[config.mk]
export PLATFORM = sky130hd
export DESIGN_NAME = tlb_fa
export DESIGN_NICKNAME = d
export VERILOG_FILES = /design/src/rtl/tlb_pkg.sv /design/src/rtl/tlb_store.sv /design/src/rtl/tlb_pick.sv /design/src/rtl/tlb_fa.sv
export SDC_FILE = /design/constraint.sdc
export NUM_CORES = 1
export LEC_CHECK = 0
export ABC_AREA = 1
export BUFFER_PORTS_ARGS = -buffer_cell sky130_fd_sc_hd__buf_2
export CAP_MARGIN = 20
export CORE_MARGIN = 3
export CORE_UTILIZATION = 60
export DETAILED_ROUTE_END_ITERATION = 10
export PLACE_DENSITY = 0.79
export SKIP_CTS_REPAIR_TIMING = 1
export SLEW_MARGIN = 20
export SYNTH_ARGS = -nofsm -noshare
export SYNTH_HDL_FRONTEND = slang
export SYNTH_SLANG_ARGS = --single-unit
[constraint.sdc]
create_clock -name clk -period 4.15 [get_ports clk]
set_input_delay 0.6225 -clock clk [delete_from_list [all_inputs] [get_ports clk]]
set_output_delay 0.6225 -clock clk [all_outputs]
set_load 0.005 [all_outputs]
[src/rtl/tlb_pkg.sv]
package tlb_pkg;

   typedef enum logic [1:0] {
      ACC_READ  = 2'b00,
      ACC_WRITE = 2'b01,
      ACC_EXEC  = 2'b10,
      ACC_NONE  = 2'b11
   } acc_e;

   localparam int PERM_W  = 3;
   localparam int PERM_RD = 0;
   localparam int PERM_WR = 1;
   localparam int PERM_EX = 2;

   function automatic logic perm_allows(input logic [PERM_W-1:0] perm, input acc_e acc);
      logic ok;
      case (acc)
         ACC_READ:  ok = perm[PERM_RD];
         ACC_WRITE: ok = perm[PERM_WR];
         ACC_EXEC:  ok = perm[PERM_EX];
         default:   ok = 1'b0;
      endcase
      return ok;
   endfunction

endpackage

[src/rtl/tlb_store.sv]
module tlb_store
   import tlb_pkg::*;
#(
   parameter int ENTRIES = 16,
   parameter int VPN_W   = 20,
   parameter int PFN_W   = 20,
   parameter int IDX_W   = 4
) (
   input  logic                clk,
   input  logic                rst_n,
   input  logic                flush,
   input  logic                fl_en,
   input  logic [IDX_W-1:0]    fl_idx,
   input  logic                fl_valid,
   input  logic [VPN_W-1:0]    fl_vpn,
   input  logic [PFN_W-1:0]    fl_pfn,
   input  logic [PERM_W-1:0]   fl_perm,
   input  logic                fl_dirty,
   input  logic                mark_en,
   input  logic [IDX_W-1:0]    mark_idx,
   input  logic [VPN_W-1:0]    cmp_vpn,
   output logic [ENTRIES-1:0]  match_o,
   output logic [PFN_W-1:0]    pfn_o   [ENTRIES],
   output logic [PERM_W-1:0]   perm_o  [ENTRIES],
   output logic [ENTRIES-1:0]  dirty_o
);

   for (genvar g = 0; g < ENTRIES; g++) begin : g_ent
      logic               v_q;
      logic               d_q;
      logic [VPN_W-1:0]   vpn_q;
      logic [PFN_W-1:0]   pfn_q;
      logic [PERM_W-1:0]  perm_q;
      logic               fill_here;
      logic               mark_here;

      assign fill_here = fl_en   && (fl_idx   == IDX_W'(g));
      assign mark_here = mark_en && (mark_idx == IDX_W'(g));

      always_ff @(posedge clk or negedge rst_n) begin
         if (!rst_n) begin
            v_q    <= 1'b0;
            d_q    <= 1'b0;
            vpn_q  <= '0;
            pfn_q  <= '0;
            perm_q <= '0;
         end else if (flush) begin
            v_q    <= 1'b0;
         end else if (fill_here) begin
            v_q    <= fl_valid;
            d_q    <= fl_dirty;
            vpn_q  <= fl_vpn;
            pfn_q  <= fl_pfn;
            perm_q <= fl_perm;
         end else if (mark_here) begin
            d_q    <= 1'b1;
         end
      end

      assign match_o[g] = v_q && (vpn_q == cmp_vpn);
      assign pfn_o[g]   = pfn_q;
      assign perm_o[g]  = perm_q;
      assign dirty_o[g] = d_q;
   end

endmodule

[src/rtl/tlb_pick.sv]
module tlb_pick #(
   parameter int ENTRIES = 16,
   parameter int IDX_W   = 4
) (
   input  logic [ENTRIES-1:0] match_i,
   output logic               any_o,
   output logic [IDX_W-1:0]   idx_o
);

   always_comb begin
      idx_o = '0;
      for (int i = ENTRIES - 1; i >= 0; i--) begin
         if (match_i[i]) idx_o = IDX_W'(i);
      end
   end

   assign any_o = |match_i;

endmodule

[src/rtl/tlb_fa.sv]
module tlb_fa
   import tlb_pkg::*;
#(
   parameter int  ENTRIES   = 16,
   parameter int  VA_W      = 32,
   parameter int  PA_W      = 32,
   parameter int  PAGE_BITS = 12,
   localparam int VPN_W     = VA_W - PAGE_BITS,
   localparam int PFN_W     = PA_W - PAGE_BITS,
   localparam int IDX_W     = $clog2(ENTRIES)
) (
   input  logic              clk,
   input  logic              rst_n,
   input  logic              flush_all,
   input  logic              lk_valid,
   input  logic [VA_W-1:0]   lk_vaddr,
   input  logic [1:0]        lk_acc,
   input  logic              fl_en,
   input  logic [IDX_W-1:0]  fl_idx,
   input  logic              fl_valid,
   input  logic [VPN_W-1:0]  fl_vpn,
   input  logic [PFN_W-1:0]  fl_pfn,
   input  logic [2:0]        fl_perm,
   input  logic              fl_dirty,
   output logic              rsp_hit,
   output logic              rsp_miss,
   output logic              rsp_fault,
   output logic              rsp_dirty,
   output logic [PA_W-1:0]   rsp_paddr
);

   if (ENTRIES < 2 || ENTRIES > 63) begin : g_bad_entries
      $error("tlb_fa: ENTRIES must lie in 2..63");
   end
   if (PAGE_BITS < 1 || PAGE_BITS >= VA_W || PAGE_BITS >= PA_W) begin : g_bad_page
      $error("tlb_fa: PAGE_BITS must be below both address widths");
   end

   logic [VPN_W-1:0]   cmp_vpn;
   logic [ENTRIES-1:0] match_vec;
   logic [PFN_W-1:0]   pfn_arr  [ENTRIES];
   logic [PERM_W-1:0]  perm_arr [ENTRIES];
   logic [ENTRIES-1:0] dirty_vec;
   logic               any_hit;
   logic [IDX_W-1:0]   hit_idx;
   logic               access_ok;
   logic               mark_en;
   acc_e               acc;

   assign cmp_vpn = lk_vaddr[VA_W-1:PAGE_BITS];
   assign acc     = acc_e'(lk_acc);

   tlb_store #(
      .ENTRIES (ENTRIES),
      .VPN_W   (VPN_W),
      .PFN_W   (PFN_W),
      .IDX_W   (IDX_W)
   ) u_store (
      .clk      (clk),
      .rst_n    (rst_n),
      .flush    (flush_all),
      .fl_en    (fl_en),
      .fl_idx   (fl_idx),
      .fl_valid (fl_valid),
      .fl_vpn   (fl_vpn),
      .fl_pfn   (fl_pfn),
      .fl_perm  (fl_perm),
      .fl_dirty (fl_dirty),
      .mark_en  (mark_en),
      .mark_idx (hit_idx),
      .cmp_vpn  (cmp_vpn),
      .match_o  (match_vec),
      .pfn_o    (pfn_arr),
      .perm_o   (perm_arr),
      .dirty_o  (dirty_vec)
   );

   tlb_pick #(
      .ENTRIES (ENTRIES),
      .IDX_W   (IDX_W)
   ) u_pick (
      .match_i (match_vec),
      .any_o   (any_hit),
      .idx_o   (hit_idx)
   );

   assign access_ok = perm_allows(perm_arr[hit_idx], acc);
   assign mark_en   = lk_valid && any_hit && (acc == ACC_WRITE) && access_ok;

   always_ff @(posedge clk or negedge rst_n) begin
      if (!rst_n) begin
         rsp_hit   <= 1'b0;
         rsp_miss  <= 1'b0;
         rsp_fault <= 1'b0;
         rsp_dirty <= 1'b0;
         rsp_paddr <= '0;
      end else begin
         rsp_hit   <= lk_valid && any_hit;
         rsp_miss  <= lk_valid && !any_hit;
         rsp_fault <= lk_valid && any_hit && !access_ok;
         rsp_dirty <= lk_valid && any_hit && (dirty_vec[hit_idx] || mark_en);
         if (lk_valid) begin
            rsp_paddr <= any_hit ? {pfn_arr[hit_idx], lk_vaddr[PAGE_BITS-1:0]} : '0;
         end
      end
   end

endmodule

==> qor.txt <==
Drt pass-1 iters = 7
Max stage delay on crit path = 0.40 ns
Power share of the sequential group = 0.463
TritonCTS clock tree = done
Initial antenna violation count = 3
Synth Warn # = 0
CP max FO = 17
Non-Filler Instances = 5558
P_int = 14.6 mW
Run status = finished, violations left
Overall die height = 255 microns
Clock Sinks = 756
Worst-Skew Late Latency = 0.66 ns
Max Clock Skew = 0.0394 ns
Sequential area share after synthesis = 0.509
Crit share post-route = 0.910
Post-synth top area share = 0.509
Combinational Power Share = 0.158
Synth top area cells = dfrtp_1, nand2_1, o21ai_0
Max-slew violation count = 0
# IOs = 124
GRT overflow = 0
Post-route ant nets = 0
DP HPWL = 81900 microns
CP endpoint kind = flop
Number of global-route vias before repair = 32.6k
Final WS setup = 0.374 ns
Final core utilization = 0.699
Synth Cell Area = 37200 sq um
Clock root buffer = clkbuf_16
Least-Margin Pin Slew = 1.26 ns
Top cell by count, worst path = nand2_1
Post-synthesis cell count = 4627
Peak VDD IR = 0.410 mV
Clock transition at path regs = 0.06 ns
Average cell area after synthesis = 8.04 sq um
H-tree depth = 3
Failing checks = hold timing
RSZ-0062 raised after global routing = false
Area Overhead vs Synth = 14.2%
DR vias = 34.9k
CP max-delay cell = dfrtp_1
Top sig layer = met5
Global-route wire length before repair = 194000 microns
Largest net degree at the start of global routing = 92
Gr usage total = 0.396
Met2 routed WL = 58200 microns
DP Cell Count = 5410
Pwr/cell area = 486 nW/um^2
Max Cap Viol = 0
Top-count cell post-synth = nand2_1
Post-synth top cells = nand2_1, o21ai_0, dfrtp_1
Die area = 65000 sq um
GPL Wtd Cong = 1.02
Post-synth EDFFs = 0
Wirelength, routed = 129000 microns
Post-synth top area cell = dfrtp_1
DR iter-0 viols = 4495
Final net count = 4798
Syn Nets = 4715
# rows = 90
Starting density of the core = 0.612
Synth unique cells = 54
CTS buffer count = 80
Fin Hold WS = -0.00164 ns
FF+latch count, synth = 756
Core Area = 60800 sq um
Finish-stage setup viols = 0
P_sw = 6.10 mW
Die Span X = 255 microns
Routed wl met3 = 12400 microns
Pre-CTS WS = -0.103 ns
Worst EP required = 4.70 ns
DRC violation count after routing = 0
Ys flop type = dfrtp_1
Worst Path Arrival = 4.32 ns
Final Hold Vio Count = 1
Critical path type = flop to flop
Final Critical Period = 3.78 ns
Crit path launch type = flop
Worst Hold Class = input port to asynchronous set/reset pin
PortBufs = 123
Clk pwr share = 0.379
Share of cells above drive strength 1 = 0.120
Vias/cell = 6.27
Slew HR = 0.162
Fmax = 265 MHz
Avg WL per Cell = 23.2 microns
Leak = 20.3 nW
Net Sw Frac = 0.295
WL met1 = 49800 microns
Async SR Flop Fraction = 1.00
CTS Buffer Depth = 3
[flip-flops by register name (all words and copies together) (netlist names)]
| register | cells |
|---|---|
| rsp_hit | 1 |
| rsp_paddr | 32 |
| u_store.g_ent.perm_q | 48 |
| u_store.g_ent.v_q | 16 |
| u_store.g_ent.vpn_q | 320 |
| rsp_miss | 1 |
| u_store.g_ent.d_q | 16 |
| u_store.g_ent.pfn_q | 320 |
| rsp_fault | 1 |
| rsp_dirty | 1 |
[layer usage]
layer | track usage | vias to the layer above
li1 | - | 15700
met4 | 0.229 | 4
met2 | 0.621 | 1997
met5 | 0 | -
met1 | 0.518 | 16700
met3 | 0.0764 | 501
[worst max-delay path: cells and delay by family, from the launching register on]
family        cells  cell delay (ns)
flops             1             0.40
simple gates     31             3.17
buf+inv           2             0.10
[layout by cell type (no fill, tap or decap), types with 61 or more instances in the layout]
master     count
buf_2        122
buf_4        155
clkbuf_16     80
dfrtp_1      756
inv_1        302
nand2_1     1124
nand3_1      127
nand4_1       86
nor2_1       380
o21ai_0      834
o22ai_1      170
o31ai_1       61
[area by class of cell]
cell class / count / area, sq um
clock buffer: 114 / 2320
multi-input combinational: 3232 / 15900
timing repair buffer: 319 / 2610
fill: 4923 / 18300
tap: 782 / 978
sequential: 756 / 18900
clock inverter: 32 / 571
antenna: 2 / 5.00
inverter: 321 / 1210
[power groups by stage]
| stage | clock network (mW) | logic, mW | registers (mW) |
|---|---|---|---|
| after detailed placement | 0 | 3.20 | 9.62 |
| after CTS | 7.84 | 3.22 | 9.52 |
| after global placement | 0 | 3.10 | 9.60 |
| final | 7.83 | 3.26 | 9.58 |
| after global routing | 8.13 | 3.69 | 9.70 |
| after floorplan | 0 | 2.21 | 9.36 |
[stage by stage]
step	total power, mW	hold WS (ns)	setup TNS, ns	area, sq um
final	20.7	-0.00164	0	42500
after global routing	21.5	0.0365	0	42500
after CTS	20.6	0.0153	0	42500
after detailed placement	12.8	0.467	-0.654	39600
after global placement	12.7	0.461	-0.0235	39600
after floorplan	11.6	0.327	0	37200
[kinds of logic (layout without fill, tap and decap cells)]
kind of cell / Yosys count / after routing / synth area share
simple gates: 1979 / 1979 / 0.228
compound gates: 1175 / 1175 / 0.176
flops: 756 / 756 / 0.509
buf+inv: 639 / 786 / 0.0691
xor+xnor: 78 / 78 / 0.0184
other cells: 0 / 2 / 0
[path summary, 6_finish.rpt]
check | cells after the start | end | slack, ns | start
min in group clk | 2 | rsp_paddr[5]$_DFFE_PN0P_ | 0.17 | lk_vaddr[5]
hold reg to reg | 2 | rsp_paddr[20]$_DFFE_PN0P_ | 0.48 | rsp_paddr[20]$_DFFE_PN0P_
setup / recovery | 33 | u_store.g_ent[7].d_q$_DFFE_PN0P_ | 0.37 | u_store.g_ent[15].vpn_q[2]$_DFFE_PN0P_
setup reg to reg | 33 | u_store.g_ent[7].d_q$_DFFE_PN0P_ | 0.37 | u_store.g_ent[15].vpn_q[2]$_DFFE_PN0P_
max in group asynchronous | 2 | u_store.g_ent[14].vpn_q[14]$_DFFE_PN0P_ | 3.16 | rst_n
hold / removal | 1 | u_store.g_ent[7].vpn_q[0]$_DFFE_PN0P_ | -0.002 | rst_n
No activity file was read; power rests on OpenSTA's default activity.
